File: config.mk
export PLATFORM = sky130hd
export DESIGN_NAME = smb_ctl_seq
export DESIGN_NICKNAME = d
export VERILOG_FILES = /design/src/rtl/smb_ctl_pkg.sv /design/src/rtl/smb_req_seq.sv /design/src/rtl/smb_evt_qual.sv /design/src/rtl/smb_ctl_seq.sv
export SDC_FILE = /design/constraint.sdc
export NUM_CORES = 1
export LEC_CHECK = 0
export ABC_AREA = 1
export BUFFER_PORTS_ARGS = -buffer_cell sky130_fd_sc_hd__buf_2
export CAP_MARGIN = 20
export CORE_MARGIN = 2
export CORE_UTILIZATION = 33
export DETAILED_ROUTE_END_ITERATION = 8
export GPL_TIMING_DRIVEN = 1
export PLACE_DENSITY_LB_ADDON = 0.15
export SETUP_SLACK_MARGIN = 0.1
export SLEW_MARGIN = 20
export SYNTH_ARGS = -nofsm -noshare
export SYNTH_HDL_FRONTEND = slang
export SYNTH_SLANG_ARGS = --single-unit
export TNS_END_PERCENT = 100
File: constraint.sdc
create_clock -name clk -period 1.2 [get_ports clk]
set_clock_uncertainty 0.05 [all_clocks]
set_input_delay 0.06 -clock clk [delete_from_list [all_inputs] [get_ports clk]]
set_output_delay 0.06 -clock clk [all_outputs]
set_load 0.03 [all_outputs]
File: src/rtl/smb_ctl_pkg.sv
package smb_ctl_pkg;

    localparam int REG_W = 8;

    // control word / status vector bit positions
    localparam int B_FLAG   = 0;
    localparam int B_ARB    = 1;
    localparam int B_BERR   = 2;
    localparam int B_ACK    = 3;
    localparam int B_STO    = 4;
    localparam int B_STA    = 5;
    localparam int B_TX     = 6;
    localparam int B_MASTER = 7;

    typedef struct packed {
        logic master;
        logic txmode;
        logic sta_req;
        logic sto_req;
        logic sta_seen;
        logic sto_seen;
        logic ack;
        logic flag;
        logic arb;
        logic berr;
        logic gen_start;
        logic gen_stop;
    } ctl_state_t;

endpackage

File: src/rtl/smb_req_seq.sv
module smb_req_seq (
    input  logic sta_req,
    input  logic sto_req,
    input  logic master,
    input  logic flag,
    input  logic bus_free,
    input  logic ack_done,
    output logic issue_start,
    output logic issue_stop
);
    // START: only from slave state, only when the bus is idle and not stalled
    always_comb begin
        issue_start = sta_req && !master && bus_free && !flag;
        issue_stop  = sto_req && master && ack_done;
    end
endmodule

File: src/rtl/smb_evt_qual.sv
module smb_evt_qual (
    input  logic wr_en,
    input  logic wr_flag,
    input  logic flag,
    input  logic arb_lost,
    input  logic txmode,
    input  logic master,
    output logic flag_clr,
    output logic arb_hit,
    output logic arb_slave
);
    always_comb begin
        flag_clr  = wr_en && !wr_flag && flag;
        arb_hit   = arb_lost && txmode;
        arb_slave = arb_hit && !master;
    end
endmodule

File: src/rtl/smb_ctl_seq.sv
module smb_ctl_seq
    import smb_ctl_pkg::*;
(
    input  logic             clk,
    input  logic             rst_n,
    input  logic             wr_en,
    input  logic [REG_W-1:0] wr_data,
    input  logic             bus_free,
    input  logic             det_start,
    input  logic             det_stop,
    input  logic             byte_done,
    input  logic             xfer_tx,
    input  logic             ack_done,
    input  logic             arb_lost,
    output logic             gen_start,
    output logic             gen_stop,
    output logic             scl_hold,
    output logic             ack_out,
    output logic [REG_W-1:0] status
);

    ctl_state_t st_d, st_q;
    logic issue_start, issue_stop;
    logic flag_clr, arb_hit, arb_slave;

    smb_req_seq u_req (
        .sta_req     (st_q.sta_req),
        .sto_req     (st_q.sto_req),
        .master      (st_q.master),
        .flag        (st_q.flag),
        .bus_free    (bus_free),
        .ack_done    (ack_done),
        .issue_start (issue_start),
        .issue_stop  (issue_stop)
    );

    smb_evt_qual u_qual (
        .wr_en     (wr_en),
        .wr_flag   (wr_data[B_FLAG]),
        .flag      (st_q.flag),
        .arb_lost  (arb_lost),
        .txmode    (st_q.txmode),
        .master    (st_q.master),
        .flag_clr  (flag_clr),
        .arb_hit   (arb_hit),
        .arb_slave (arb_slave)
    );

    always_comb begin
        st_d           = st_q;
        st_d.gen_start = 1'b0;
        st_d.gen_stop  = 1'b0;

        // software write: requests and ack value follow the written word
        if (wr_en) begin
            st_d.sta_req = wr_data[B_STA];
            st_d.sto_req = wr_data[B_STO];
            st_d.ack     = wr_data[B_ACK];
        end

        // flag release wipes the per-interrupt reports
        if (flag_clr) begin
            st_d.flag     = 1'b0;
            st_d.arb      = 1'b0;
            st_d.berr     = 1'b0;
            st_d.sta_seen = 1'b0;
            st_d.sto_seen = 1'b0;
        end

        // conditions observed on the bus
        if (det_start) st_d.sta_seen = 1'b1;
        if (det_stop) begin
            st_d.sto_seen = 1'b1;
            st_d.master   = 1'b0;
        end

        if (byte_done) begin
            st_d.flag   = 1'b1;
            st_d.txmode = xfer_tx;
        end

        if (issue_start) begin
            st_d.master    = 1'b1;
            st_d.txmode    = 1'b1;
            st_d.sta_seen  = 1'b1;
            st_d.flag      = 1'b1;
            st_d.gen_start = 1'b1;
        end

        if (issue_stop) begin
            st_d.master   = 1'b0;
            st_d.sto_req  = 1'b0;
            st_d.sto_seen = 1'b1;
            st_d.flag     = 1'b1;
            st_d.gen_stop = 1'b1;
        end

        if (arb_hit) begin
            st_d.arb    = 1'b1;
            st_d.flag   = 1'b1;
            st_d.master = 1'b0;
            if (arb_slave) st_d.berr = 1'b1;
        end
    end

    always_ff @(posedge clk) begin
        if (!rst_n) st_q <= '0;
        else        st_q <= st_d;
    end

    assign gen_start = st_q.gen_start;
    assign gen_stop  = st_q.gen_stop;
    assign scl_hold  = st_q.flag;
    assign ack_out   = st_q.ack;

    always_comb begin
        status           = '0;
        status[B_MASTER] = st_q.master;
        status[B_TX]     = st_q.txmode;
        status[B_STA]    = st_q.sta_req | st_q.sta_seen;
        status[B_STO]    = st_q.sto_req | st_q.sto_seen;
        status[B_ACK]    = st_q.ack;
        status[B_BERR]   = st_q.berr;
        status[B_ARB]    = st_q.arb;
        status[B_FLAG]   = st_q.flag;
    end

endmodule

==> Word-level counts from Yosys, hierarchy flattened <==
Index checks and enable logic that the tools add are counted.
Widths: inputs -> output; s select.
{ "totals": {"reg_bits": 12, "input_bits": 18, "wordCells": 51} }
{ "op_classes": {"mux": 16, "bitwise_logic": 3, "n_reduce_logical": 20} }
{ "ops": {"columns": ["operator", "n"], "rows": [
  ["$mux 1", 12],
  ["$logic_and 1x1->1", 9],
  ["$mux 3", 2],
  ["$reduce_bool 2->1", 3],
  ["$reduce_bool 3->1", 2],
  ["$reduce_bool 5->1", 1],
  ["$mux 2", 2],
  ["$logic_not 1->1", 3],
  ["$reduce_or 3->1", 1],
  ["$or 1x1->1", 2],
  ["$reduce_or 2->1", 1],
  ["$not 1->1", 1]
]} }

==> Depth between registers and ports, before layout <==
{ "logic_depth": {"ltp_word": 8, "depth_mapped": 6} }

==> Cells and area by module <==
A second synthesis with hierarchy kept.
{ "hier_totals": {"cells_unflattened": 76, "area_unflattened_um2": 546.8} }
{ "by_module_without_submodules": {"columns": ["module", "instances", "cells_each", "area_per_inst_um2"], "rows": [
  ["smb_ctl_seq", 1, 63, 493.0],
  ["smb_req_seq", 1, 8, 32.5],
  ["smb_evt_qual", 1, 5, 21.3]
]} }

==> Least setup slack after synthesis <==
OpenSTA, ideal clock, no wires.
{ "synth_timing": {"kind": "register -> register", "from": "register st_q, in the netlist scl_hold", "to": "register st_q[7] in the netlist's numbering", "setup_ps": 121, "arrival_time_ps": 945, "required_time_ps": 1029, "setup_slack_ps": 84, "stages_incl_launch_ff": 6, "path_buffers": 0, "path_cell_list": "dfxtp_1 nor2_1 nand2_1 nand2_1 nor2_1 nor2_1"} }
{ "synth_via": {"elab_chain_len": 3, "word_cells_on_any_way": 5} }
{ "synth_rtl": {"columns": ["item", "line", "source"], "rows": [
  ["start: declaration", "smb_ctl_seq.sv:22", "ctl_state_t st_d, st_q;"],
  ["start signal: assignment", "smb_ctl_seq.sv:108", "else st_q <= st_d;"],
  ["$logic_not 1->1", "smb_req_seq.sv:13", "issue_start = sta_req && !master && bus_free && !flag;"],
  ["$logic_and 1x1->1", "smb_req_seq.sv:13", null],
  ["$reduce_bool 3->1 (no source line) / $mux 1 (equally long branches)", null, null]
]} }
Parallel ways exist; a longest one is shown, timed or not.
A chain may end at the register's enable or synchronous reset.

==> Worst setup path after layout <==
{ "layout_timing": {"from": "register st_q[8] in the netlist's numbering", "to": "output status[4]"} }
{ "layout_via": {"elab_chain_len": 1} }
{ "layout_rtl": {"columns": ["item", "line", "source"], "rows": [
  ["$or 1x1->1", "smb_ctl_seq.sv:121", "status[B_STO] = st_q.sto_req | st_q.sto_seen;"],
  ["end: declaration", "smb_ctl_seq.sv:19", "output logic [REG_W-1:0] status"]
]} }
Every way passes these cells.

==> reports/metrics.yaml <==
slowest_delay_ns: 0.32
row_count: 14
setup_viol: 0
cts_sinks: 12
crit_family: "flip-flops"
rsz0062_at_grt: "yes"
wirelength_mm: 1.082
place_hpwl_microns: 759
fin_nets: 120
synth_top_area_share: 0.4627
status: "finished, final reports clean"
synthMuxAreaShare: 0
grt_max_degree: 9
synthesis.nets: 89
synth_cell_type_count: 14
netlist_instances: 71
max_slew_margin: 0.8213
fillers: 159
worst_hold_slack_ns: 0.01467
dp.cells: 106
ys_warn_count: 0
via_per_inst: 4.282
cp_max_fo: 2
synth-seq-cells: 12
crit_slowest_cell: "dfxtp_2"
slew_viol_final: 0
gp_congestion: 0.6442
drv_cap: 0
critPathBufInv: 1
power.density_nw_per_um2: 1270
grt_pass1_wl_mm: 1.600
yosys.area_share.simple: 0.2964
p_leak_nw: 0.4057
root_buffer: "clkbuf_4"
cts_tree: "done"
syn2layout_area_growth_pct: 43.61
gr-total-overflow: 0
critPathKind: "flip-flop to primary output"
synth_xor_area_frac: 0
end_kind: "primary output"
syn_avg_cell_area_sq_um: 7.313
clkTransAtPathRegs_ns: 0.07
seq_area_frac_synth: 0.4627
cts_inserted_buffers: 3
num_vias: 501
grt_pass1_vias: 394
timing.final.ws_setup_ns: 0.1234
drt-initial-drc-count: 7
ff2ff_setup_slack_ns: 0.22
wl_per_cell_microns: 9.248
io_pins: 30
coreArea_sq_um: 1489
hp-class: "input pin to flip-flop"
initial_core_util: 0.3487
finalHoldViolations: 0
drc: 0
port_buffers: 25
fp.dieH_microns: 43.67
max_freq_mhz: 928.8
yosys.area_share.adder: 0
track_usage: 0.1183
die_w_microns: 43.67
antenna_cells: 0
antenna_found_initial: 0
dieArea_sq_um: 1907
ir_drop_uv: 741.3
setup_tns_ns: 0
drive_above_1_share: 0.3861
final_cells: 117
ys_top_cells_by_area: "dfxtp_1, nand2_1, buf_4"
h-tree-depth: 1
worstMarginPinSlew_ns: 0.2678
synth_area_sq_um: 519.2
period_share: 0.8972
path_cells: "or2_4 > buf_6"
clockBufferDepth: 2
dp_slack_ns: 0.2195
antenna_left: 0
period_needed_ns: 1.077
firstDrtPassIters: 2
final_core_util: 0.5008
post-synth-top-area-cell: "dfxtp_1"
synth_top_family_by_area: "simple AND/OR/NAND/NOR gates"
clkLatencyLatePin_ns: 0.27
synth_compound_area_frac: 0.09639
critPathRequiredTime_ns: 1.09
cp.arrival_ns: 0.97
crit_path_start_kind: "flip-flop"
==> worst min-delay path: cells and delay by family <==
kind            cells  cell delay, ns
compound gates      1            0.07
buf+inv             1            0.11
simple gates        1            0.05
==> stage by stage <==
| stage | total power [mW] | area, sq um |
|---|---|---|
| after floorplan | 0.5651 | 520.5 |
| after global placement | 0.6062 | 620.6 |
| after detailed placement | 0.6075 | 620.6 |
| after CTS | 0.9609 | 742.0 |
| after global routing | 0.9978 | 745.7 |
| final | 0.9467 | 745.7 |
==> cells in the mapped netlist <==
library cell,number
buf_4,6
a21oi_1,5
inv_1,8
nand3_1,2
nand3_2,1
or2_2,2
a21oi_2,1
o21ai_0,2
dfxtp_1,12
a31oi_1,1
nand2_1,17
nand2_2,1
or2_1,1
nor2_1,12
==> worst paths after layout <==
check / from / endpoint / depth (start not counted)
worst max-delay path: st_q[8] / status[4] / 2
worst min-delay path: byte_done / status[6] / 3
worst max register to register: st_q[8] / st_q[6] / 5
worst min register to register: status[1] / status[1] / 2
==> state kept, by name, indices dropped and copies added (netlist names) <==
register,count
scl_hold,1
st_q,4
gen_start,1
status,4
ack_out,1
gen_stop,1
==> cell families (layout without fill, tap and decap cells) <==
logic type / Yosys count / after routing
AO/OA/AOI/OAI: 9 / 9
buffers and inverters: 14 / 44
AND/OR/NAND/NOR: 36 / 36
flip-flops: 12 / 12
==> layout make-up <==
| class | instances | area, sq um | area share |
|---|---|---|---|
| inverter | 8 | 30.03 | 0.04027 |
| tap | 16 | 20.02 | 0.02685 |
| timing repair buffer | 32 | 205.2 | 0.2752 |
| multi-input combinational | 45 | 209.0 | 0.2802 |
| clock buffer | 4 | 36.28 | 0.04866 |
| sequential | 12 | 245.2 | 0.3289 |
==> power by group <==
| group | leakage [nW] | switching [mW] | internal [mW] |
|---|---|---|---|
| combinational | 0.285 | 0.107 | 0.0846 |
| sequential | 0.100 | 0.0161 | 0.422 |
| clock | 0.0210 | 0.132 | 0.184 |
| total | 0.406 | 0.256 | 0.691 |
==> per-layer routing <==
layer	vias to the layer above	share of wire	wire (microns)	GRT usage
met5	-	0	0	0
met4	0	0.010	11	0.05455
met3	2	0.079	86	0.06250
met2	15	0.46	503	0.1794
met1	212	0.44	480	0.1370
li1	272	-	-	-
==> placed cells by master, fill, tap and decap left out, drive strengths merged <==
| master | n |
|---|---|
| a21oi | 6 |
| nand2 | 18 |
| buf | 26 |
| clkbuf | 4 |
| inv | 8 |
| a31oi | 1 |
| o21ai | 2 |
| or2 | 3 |
| dlygate4sd3 | 6 |
| nor2 | 12 |
| nand3 | 3 |
| dfxtp | 12 |
==> repair_timing <==
item | 4_1_cts | 5_1_grt
endpoints found under the setup margin | 2 | 3
gates resized for setup | 7 | 2
setup buffers | 1 | 0
endpoints found under the hold margin | 5 | 0
hold buffers | 6 | 0
Note: power is estimated with default switching activity, not from simulation.
